## src/rtl/tuner_pll_pkg.sv

```systemverilog
package tuner_pll_pkg;
  typedef enum logic [2:0] {
    TM_LOCK = 3'b000,
    TM_MAIN = 3'b001,
    TM_REF  = 3'b010
  } tmode_e;

  typedef enum logic [1:0] {
    STEP_FINE = 2'b00,
    STEP_MID  = 2'b01,
    STEP_WIDE = 2'b10
  } step_e;

  function automatic step_e step_decode(input logic a, input logic b);
    if (!b)     return STEP_MID;
    else if (a) return STEP_FINE;
    else        return STEP_WIDE;
  endfunction
endpackage

```

## src/rtl/tpll_ref_div.sv

```systemverilog
module tpll_ref_div
  import tuner_pll_pkg::*;
#(
  parameter int R_FINE = 512,
  parameter int R_MID  = 640,
  parameter int R_WIDE = 1024,
  localparam int CW    = $clog2(R_WIDE)
) (
  input  logic clk,
  input  logic rst,
  input  logic tick,
  input  logic step_a,
  input  logic step_b,
  output logic pulse
);
  logic [CW-1:0] cnt;
  logic [CW-1:0] last;

  always_comb begin
    unique case (step_decode(step_a, step_b))
      STEP_FINE: last = CW'(R_FINE - 1);
      STEP_MID:  last = CW'(R_MID - 1);
      default:   last = CW'(R_WIDE - 1);
    endcase
  end

  always_ff @(posedge clk) begin
    if (rst) begin
      cnt   <= '0;
      pulse <= 1'b0;
    end else begin
      pulse <= 1'b0;
      if (tick) begin
        if (cnt >= last) begin
          cnt   <= '0;
          pulse <= 1'b1;
        end else begin
          cnt <= cnt + 1'b1;
        end
      end
    end
  end
endmodule

```

## src/rtl/tpll_main_div.sv

```systemverilog
module tpll_main_div #(
  parameter int N_W   = 15,
  parameter int N_MIN = 1024
) (
  input  logic           clk,
  input  logic           rst,
  input  logic           tick,
  input  logic [N_W-1:0] word,
  output logic           pulse,
  output logic [N_W-1:0] n_act
);
  logic [N_W-1:0] cnt;
  logic [N_W-1:0] word_c;

  assign word_c = (word < N_W'(N_MIN)) ? N_W'(N_MIN) : word;

  always_ff @(posedge clk) begin
    if (rst) begin
      cnt   <= '0;
      pulse <= 1'b0;
      n_act <= word_c;
    end else begin
      pulse <= 1'b0;
      if (tick) begin
        if (cnt >= n_act - 1'b1) begin
          cnt   <= '0;
          pulse <= 1'b1;
          n_act <= word_c;
        end else begin
          cnt <= cnt + 1'b1;
        end
      end
    end
  end
endmodule

```

## src/rtl/tpll_pfd.sv

```systemverilog
module tpll_pfd (
  input  logic clk,
  input  logic rst,
  input  logic main_p,
  input  logic ref_p,
  output logic src,
  output logic snk
);
  logic src_n, snk_n;

  assign src_n = src | main_p;
  assign snk_n = snk | ref_p;

  always_ff @(posedge clk) begin
    if (rst || (src_n && snk_n)) begin
      src <= 1'b0;
      snk <= 1'b0;
    end else begin
      src <= src_n;
      snk <= snk_n;
    end
  end
endmodule

```

## src/rtl/tpll_lock.sv

```systemverilog
module tpll_lock #(
  parameter int LOCK_WIN    = 4,
  parameter int LOCK_CYCLES = 3,
  localparam int EW = $clog2(LOCK_WIN + 2),
  localparam int GW = $clog2(LOCK_CYCLES + 1)
) (
  input  logic clk,
  input  logic rst,
  input  logic ref_p,
  input  logic err,
  output logic locked
);
  logic [EW-1:0] acc;
  logic [EW:0]   tot;
  logic [GW-1:0] good;

  assign tot = {1'b0, acc} + (EW+1)'(err);

  always_ff @(posedge clk) begin
    if (rst) begin
      acc    <= '0;
      good   <= '0;
      locked <= 1'b1;
    end else if (ref_p) begin
      acc <= '0;
      if (tot > (EW+1)'(LOCK_WIN)) begin
        good   <= '0;
        locked <= 1'b0;
      end else begin
        if (good != GW'(LOCK_CYCLES)) good <= good + 1'b1;
        if (good >= GW'(LOCK_CYCLES - 1)) locked <= 1'b1;
      end
    end else if (err && acc != EW'(LOCK_WIN + 1)) begin
      acc <= acc + 1'b1;
    end
  end
endmodule

```

## src/rtl/tuner_pll_core.sv

```systemverilog
module tuner_pll_core
  import tuner_pll_pkg::*;
#(
  parameter int N_W         = 15,
  parameter int N_MIN       = 1024,
  parameter int R_FINE      = 512,
  parameter int R_MID       = 640,
  parameter int R_WIDE      = 1024,
  parameter int LOCK_WIN    = 4,
  parameter int LOCK_CYCLES = 3
) (
  input  logic           clk,
  input  logic           rst,
  input  logic           ref_tick,
  input  logic           vco_tick,
  input  logic [N_W-1:0] div_word,
  input  logic           step_a,
  input  logic           step_b,
  input  logic           pump_boost,
  input  logic           amp_off,
  input  logic [2:0]     tmode,
  output logic           pump_src,
  output logic           pump_snk,
  output logic           pump_boost_q,
  output logic           tune_en,
  output logic           ld_pin
);
  logic           ref_pulse;
  logic           main_pulse;
  logic           locked;
  logic [N_W-1:0] n_active;
  logic           pin_n;

  tpll_ref_div #(.R_FINE(R_FINE), .R_MID(R_MID), .R_WIDE(R_WIDE)) u_ref (
    .clk(clk), .rst(rst), .tick(ref_tick),
    .step_a(step_a), .step_b(step_b), .pulse(ref_pulse)
  );

  tpll_main_div #(.N_W(N_W), .N_MIN(N_MIN)) u_main (
    .clk(clk), .rst(rst), .tick(vco_tick),
    .word(div_word), .pulse(main_pulse), .n_act(n_active)
  );

  tpll_pfd u_pfd (
    .clk(clk), .rst(rst), .main_p(main_pulse), .ref_p(ref_pulse),
    .src(pump_src), .snk(pump_snk)
  );

  tpll_lock #(.LOCK_WIN(LOCK_WIN), .LOCK_CYCLES(LOCK_CYCLES)) u_lock (
    .clk(clk), .rst(rst), .ref_p(ref_pulse),
    .err(pump_src | pump_snk), .locked(locked)
  );

  always_comb begin
    unique case (tmode)
      TM_MAIN: pin_n = main_pulse;
      TM_REF:  pin_n = ref_pulse;
      default: pin_n = locked;
    endcase
  end

  always_ff @(posedge clk) begin
    if (rst) begin
      tune_en      <= 1'b0;
      pump_boost_q <= 1'b0;
      ld_pin       <= 1'b1;
    end else begin
      tune_en      <= ~amp_off;
      pump_boost_q <= pump_boost;
      ld_pin       <= pin_n;
    end
  end
endmodule

```

## config.mk

```make
export PLATFORM = sky130hd
export DESIGN_NAME = tuner_pll_core
export DESIGN_NICKNAME = d
export VERILOG_FILES = /design/src/rtl/tuner_pll_pkg.sv /design/src/rtl/tpll_ref_div.sv /design/src/rtl/tpll_main_div.sv /design/src/rtl/tpll_pfd.sv /design/src/rtl/tpll_lock.sv /design/src/rtl/tuner_pll_core.sv
export SDC_FILE = /design/constraint.sdc
export NUM_CORES = 1
export LEC_CHECK = 0
export BUFFER_PORTS_ARGS = -buffer_cell sky130_fd_sc_hd__buf_2
export CAP_MARGIN = 40
export CORE_ASPECT_RATIO = 0.8
export CORE_MARGIN = 2
export CORE_UTILIZATION = 42
export CTS_CLUSTER_SIZE = 20
export DETAILED_ROUTE_END_ITERATION = 12
export SLEW_MARGIN = 25
export SYNTH_ARGS = -nofsm -noshare
export SYNTH_HDL_FRONTEND = slang
export SYNTH_SLANG_ARGS = --single-unit
```

## constraint.sdc

```tcl
create_clock -name clk -period 4.45 [get_ports clk]
set_clock_uncertainty 0.15 [all_clocks]
set_input_delay 0.6675 -clock clk [delete_from_list [all_inputs] [get_ports clk]]
set_output_delay 0.6675 -clock clk [all_outputs]
set_load 0.05 [all_outputs]
```

==> impl_results.md, run 1 <==
- Outcome: finished clean
- Synth Area in Adders: 11.3%
- Synth cell count leaders: dfxtp_1 (38), nor2_1 (28), ha_1 (27)
- Routed WL: 5.05 mm
- Initial core utilization: 43.2%
- PortBufs: 30
- Clock slew at reported path FFs: 0.09 ns
- Yosys warnings: 0
- Max Freq: 0.277 GHz
- Mux cell area share after synthesis: 0.336%
- Maximum buffer depth of the clock tree: 2
- Row count: 27
- Place WS: 0.842 ns
- First-pass GRT wire length: 8.99 mm
- Pin count of the biggest net entering global routing: 33
- RSZ-0062 raised after global routing: false
- Worst slew pin tran: 0.698 ns
- Tightest Hold Check Type: reg2reg
- CTS tree: done
- Mapped Cells: 312
- Worst Slack Setup Final: 0.841 ns
- Ratio of cells with drive above 1 in the final layout: 16.9%
- Count of cell types in the netlist: 47
- GRT Residual Overflow: 0
- Core ar.: 6890 sq um
- Syn Std Cell Area: 2980 sq um
- Number of CTS-inserted buffers: 5
- Worst EP required: 4.24 ns
- Area growth from synthesis to layout: 9.87%
- Final Hold Viols: 0
- Synth top area share: 25.5%
- Hold Crit Depth: 1
- Worst-Skew Late Latency: 0.30 ns
- DP Wirelength: 3.79 mm
- Hold_buf cts: 0
- Crit path kind: reg2reg
- Crit share post-route: 81.1%
- Post-synth EDFFs: 15
- H-tree Lvls: 2
- Worst reg-to-reg setup slack: 0.84 ns
- Most common cell in the netlist: dfxtp_1
- FFs w/ async S/R, synth: 0%
- DR iter-0 viols: 70
- Finish-stage setup viols: 0
- Via density: 5.04
- Sequential cell area fraction in the yosys report: 40.7%
- Die area: 7790 sq um
- DRT Pass-1 Iters: 4
- DRC errors left: 0
- Reg-to-reg startpoint: u_main.n_act[3]$_SDFFCE_PN0P_
- Rel. slew slack: 53.4%
- Avg WL per Cell: 11.9 um
- Post-synthesis register bit count: 53
- Hold_sp: u_pfd.snk$_SDFF_PP0_
- Total GRT Usage: 14.2%
- CTS root buffer: clkbuf_8
- Hold WS: 0.320 ns
- Vias in the first global route: 1956
- Final Max Tran Viols: 0
- Clk sinks: 53
- Post_cts resized: 0
- Gp weighted congestion: 0.794
- Avg Cell Area, Syn: 9.55 sq um
- Post-CTS setup buffers: 0
- Cell taking the most area after synthesis: dfxtp_1
- Post-DRT Antenna Nets: 0
- # diodes: 0
- CP max FO: 15
- Top cells by area, synth: dfxtp_1 (26%), edfxtp_1 (15%), ha_1 (11%), xor2_1 (6.2%), xnor2_1 (4.4%)
- Critical Path Sink Type: flip-flop
- Nets: 390
- Fin crit period: 3.61 ns
- Synth Area in Compound Gates: 8.15%
- Die width: 98.2 um
- Mapped Nets: 365
- Setup TNS: 0 ns
- Reg2reg end: u_main.n_act[9]$_SDFFCE_PN0P_
- Largest family of logic cells by synthesized area: simple AND/OR/NAND/NOR gates
- Worst hold endpoint: u_pfd.src$_SDFF_PP0_
- Via count: 2137
- R2R cell count: 11
- Arr. time, crit path: 3.40 ns
- Die H: 79.3 um
- I/O pin cnt: 31
- Worst vdd ir: 0.124 mV
- Pwr/cell area: 264 nW/um^2
- Fraction of the mapped netlist area in simple logic gates: 25.1%
- Post-Synth XOR/XNOR Area: 10.6%
- Main synth FF type: dfxtp_1
- Worst setup SP type: flip-flop
- Leakage: 0.00129 uW
- Max Cap Viol: 0
- Initial antenna violation count: 0
==> metal layers <==
metal | global-route usage, % | vias to the layer above | share of wire (%)
met5 | 0 | - | 0
met4 | 4.52 | 0 | 1.4
met3 | 3.26 | 7 | 3.5
met2 | 20.8 | 31 | 40
met1 | 20.8 | 956 | 55
li1 | - | 1143 | -
==> logic make-up (layout without fill, tap and decap cells) <==
group                    Yosys count  count (layout)
buffers and inverters             28              53
AO/OA/AOI/OAI                     37              37
XOR/XNOR                          36              36
multiplexers                       1               1
adder cells (fa/ha/maj)           27              27
AND/OR/NAND/NOR                  130             130
flip-flops                        53              53
==> worst max-delay path: stages (launching register included) <==
cell and delay, ns:
edfxtp_1 0.48, nor4_2 0.33, and2_1 0.24, inv_2 0.05
or3_1 0.32, xor2_1 0.16, ha_1 0.30, nand4_1 0.13
nor4_2 0.31, a2111oi_2 0.10, a21boi_2 0.15, or2_1 0.53
==> power by group <==
part | total, uW | switching [uW] | leakage, uW | internal (uW)
registers | 519 | 9.98 | 0.000455 | 509
clock network | 271 | 148 | 0.0000443 | 124
logic | 73.9 | 42.1 | 0.000791 | 31.8
total | 865 | 200 | 0.00129 | 665
==> cell usage in the layout, fill, tap and decap left out, types with 3 or more instances in the layout <==
cell	netlist	routed
xor2_1	21	21
nor2b_1	12	12
buf_2	2	30
ha_1	27	27
a21oi_1	11	11
nor3_1	10	10
nor4_1	3	3
and3_1	5	5
nand3b_1	4	4
clkbuf_8	0	6
nand3_1	11	11
a211oi_1	3	3
edfxtp_1	15	15
xnor2_1	15	15
nor2_1	28	28
nand2_1	16	16
nor3_2	10	10
nand2b_1	4	4
inv_1	14	14
dfxtp_1	38	38
nand4_1	13	13
nor4_2	3	3
o21ai_0	7	7
==> flip-flops by register name (all words and copies together), names as in the netlist <==
register and cells:
u_main.pulse 1, pump_boost_q 1, u_main.cnt 15, u_ref.pulse 1, u_pfd.snk 1, u_ref.cnt 10
u_lock.acc 3, ld_pin 1, tune_en 1, u_lock.good 2, u_main.n_act 15, u_pfd.src 1
u_lock.locked 1
==> worst max-delay path by stage <==
| stage | depth (start not counted) | to | start | slack [ns] |
|---|---|---|---|---|
| 3_3_place_gp | 11 | u_main.n_act[12]$_SDFFCE_PN0P_ | u_main.n_act[3]$_SDFFCE_PN0P_ | 0.91 |
| 5_1_grt | 11 | u_main.n_act[9]$_SDFFCE_PN0P_ | u_main.n_act[3]$_SDFFCE_PN0P_ | 0.59 |
| 6_report | 11 | u_main.n_act[9]$_SDFFCE_PN0P_ | u_main.n_act[3]$_SDFFCE_PN0P_ | 0.84 |
| 4_1_cts | 11 | u_main.n_act[5]$_SDFFCE_PN0P_ | u_main.n_act[3]$_SDFFCE_PN0P_ | 0.82 |
| 2_1_floorplan | 10 | u_main.n_act[0]$_SDFFCE_PN0P_ | u_main.n_act[7]$_SDFFCE_PN0P_ | 1.01 |
| 3_5_place_dp | 11 | u_main.n_act[5]$_SDFFCE_PN0P_ | u_main.n_act[3]$_SDFFCE_PN0P_ | 0.84 |
==> stage by stage <==
| step | cells | utilization, % | power (uW) | area (sq um) |
|---|---|---|---|---|
| after floorplan | 312 | - | 581 | 2980 |
| after global placement | 417 | 46.2 | 602 | 3190 |
| after detailed placement | 417 | 46.2 | 605 | 3190 |
| after CTS | 424 | 47.5 | 877 | 3270 |
| after global routing | 424 | 47.5 | 908 | 3270 |
| final | 424 | 47.5 | 865 | 3270 |
==> area by class of cell <==
type	instances	area [sq um]
inverters	15	56.3
multi-input cells	231	1650
well taps	87	109
fillers	658	3620
repair buffers	31	158
clock buffers	7	86.3
flip-flops and latches	53	1210
No activity file was read; power rests on OpenSTA's default activity.
==> run 2, diff against run 1 <==
==> constraint.sdc (replaced) <==
create_clock -name clk -period 3 [get_ports clk]
set_clock_uncertainty 0.15 [all_clocks]
set_input_delay 0.45 -clock clk [delete_from_list [all_inputs] [get_ports clk]]
set_output_delay 0.45 -clock clk [all_outputs]
set_load 0.05 [all_outputs]
==> impl_results.md, run 2 (synthesis results as in run 1) <==
- Outcome: finished, violations left
- Failing checks: setup timing
- Max Cap Viol: 0 (unchanged)
- DRT Pass-1 Iters: 4 (unchanged)
- I/O pin cnt: 31 (unchanged)
- Ratio of cells with drive above 1 in the final layout: 24.5% (+7.6 points)
- Rel. slew slack: 60.4% (+7.0 points)
- Worst EP required: 2.86 ns (-1.38 ns)
- First-pass GRT wire length: 9.49 mm (+5.6%)
- Worst hold endpoint: tune_en$_SDFF_PP0_
- Leakage: 0.00143 uW (+11%)
- R2R cell count: 11 (unchanged)
- Commonest non-fill, non-tap cells in the layout: dfxtp_1 (38), buf_2 (30), nor2_1 (28)
- Final Hold Viols: 0 (unchanged)
- Die H: 79.3 um (unchanged)
- CTS tree: done
- Die width: 98.2 um (unchanged)
- Die area: 7790 sq um (unchanged)
- Gp weighted congestion: 0.771 (-2.9%)
- CTS root buffer: clkbuf_8
- Crit share post-route: 108% (+27 points)
- Filler instances: 646 (-1.8%)
- Total power: 1340 uW (+55%)
- Vias in the first global route: 2101 (+7.4%)
- Reg2reg end: u_main.n_act[10]$_SDFFCE_PN1P_
- Final Max Tran Viols: 0 (unchanged)
- Worst reg-to-reg setup slack: -0.24 ns (-1.08 ns)
- Commonest non-fill, non-tap cell in the layout: dfxtp_1
- Worst setup SP type: flip-flop
- Nets: 411 (+5.4%)
- Core ar.: 6890 sq um (unchanged)
- Row count: 27 (unchanged)
- CP max FO: 8 (-7)
- Clock slew at reported path FFs: 0.09 ns (about the same)
- Max Freq: 0.309 GHz (+11%)
- Initial core utilization: 43.2% (unchanged)
- CP Launch Point: u_main.n_act[3]$_SDFFCE_PN0P_
- DP Wirelength: 4.02 mm (+6.1%)
- Pwr/cell area: 381 nW/um^2 (+44%)
- Top Registers: u_main.cnt: 15 flops, u_main.n_act: 15 flops, u_ref.cnt: 10 flops
- Initial antenna violation count: 0 (unchanged)
- Reg-to-reg startpoint: u_main.n_act[3]$_SDFFCE_PN0P_
- Post-DRT Antenna Nets: 0 (unchanged)
- # diodes: 0 (unchanged)
- Via count: 2268 (+6.1%)
- Routed WL: 5.38 mm (+6.6%)
- Worst slew pin tran: 0.592 ns (-0.106 ns)
- Tightest Hold Check Type: in2reg
- Fin crit period: 3.24 ns (-0.370 ns)
- Crit path kind: reg2reg
- Number of CTS-inserted buffers: 5 (unchanged)
- Hold Crit Depth: 2 (+1)
- Setup TNS: -5.46 ns (-5.46 ns)
- H-tree Lvls: 2 (unchanged)
- Clk sinks: 53 (unchanged)
- PortBufs: 30 (unchanged)
- Via density: 5.09 (+0.89%)
- Critical Path Sink Type: flip-flop
- Arr. time, crit path: 3.10 ns (-0.30 ns)
- Pin count of the biggest net entering global routing: 20 (-39%)
- Total GRT Usage: 14.9% (+0.69 points)
- Maximum buffer depth of the clock tree: 2 (unchanged)
- Worst-Skew Late Latency: 0.31 ns (about the same)
- Area growth from synthesis to layout: 18.3%
- GRT Residual Overflow: 0 (unchanged)
- RSZ-0062 raised after global routing: true
- DRC errors left: 0 (unchanged)
- Finish-stage setup viols: 30 (+30)
- Avg WL per Cell: 12.1 um (+1.3%)
- Worst Slack Setup Final: -0.239 ns (-1.08 ns)
- Hold_sp: amp_off
- DR iter-0 viols: 80 (+14%)
- Worst vdd ir: 0.288 mV (+130%)
## run 2: changes by cell type in the layout (fill, tap and decap cells not counted), moves of 2 or more
cell | previous run | this run
or2_4 | 0 | 2
buf_4 | 1 | 20
nor3_1 | 10 | 8
nor4_4 | 0 | 2
## run 2: timing repair
item                                    CTS  global route
pin swaps                                 3             9
gates cloned                              1             0
hold buffers                              0             0
buffers inserted                          2             2
endpoints found under the setup margin   30            31
resized for setup                         4             7
## run 2: cell type report
class	instances	area (sq um)	area share (%)
inverters	15	56.3	1.60
clock buffers	7	97.6	2.77
well taps	87	109	3.09
repair buffers	51	312	8.84
flip-flops and latches	53	1210	34.4
clock inverters	1	5.00	0.142
multi-input cells	232	1730	49.2
## run 2: stage by stage
stage / hold WS (ns) / instances / worst slack (ns) / utilization, % / area [sq um]
after CTS: 0.115 / 444 / -0.157 / 50.4 / 3470
after global placement: 0.291 / 433 / -0.151 / 48.2 / 3320
after floorplan: 0.286 / 312 / -0.154 / - / 2990
after detailed placement: 0.295 / 433 / -0.232 / 48.2 / 3320
final: 0.126 / 446 / -0.239 / 51.1 / 3520
after global routing: 0.117 / 446 / -0.357 / 51.1 / 3520
## run 2: per-layer routing
layer / GRT usage [%] / wire length [um]
met1: 20.9 / 2760
met2: 23.0 / 2360
met3: 2.99 / 178
met4: 5.07 / 78
met5: 0 / 0
## run 2: how the worst max path moves through the flow
stage,endpoint,slack [ns],cells after the start
after floorplan,u_main.n_act[0]$_SDFFCE_PN0P_,-0.15,11
after global placement,u_main.n_act[12]$_SDFFCE_PN0P_,-0.15,11
after detailed placement,u_main.n_act[13]$_SDFFCE_PN0P_,-0.23,11
after CTS,u_main.n_act[10]$_SDFFCE_PN1P_,-0.16,10
after global routing,u_main.n_act[10]$_SDFFCE_PN1P_,-0.36,11
final,u_main.n_act[10]$_SDFFCE_PN1P_,-0.24,11
## run 2: power by group
| group | leakage (uW) | switching [uW] | internal [uW] |
|---|---|---|---|
| sequential | 0.000455 | 13.6 | 755 |
| combinational | 0.000918 | 69.9 | 64.0 |
| clock | 0.0000534 | 225 | 214 |
| total | 0.00143 | 309 | 1030 |
## run 2: worst max-delay path, stage by stage (launching register included)
cell       delay (ns)
edfxtp_1         0.44
nor4_4           0.32
and2_4           0.19
inv_2            0.03
or3_4            0.32
xor2_1           0.15
ha_1             0.29
nand4_1          0.17
nor4_4           0.36
a2111oi_4        0.07
a21boi_2         0.23
or2_4            0.22
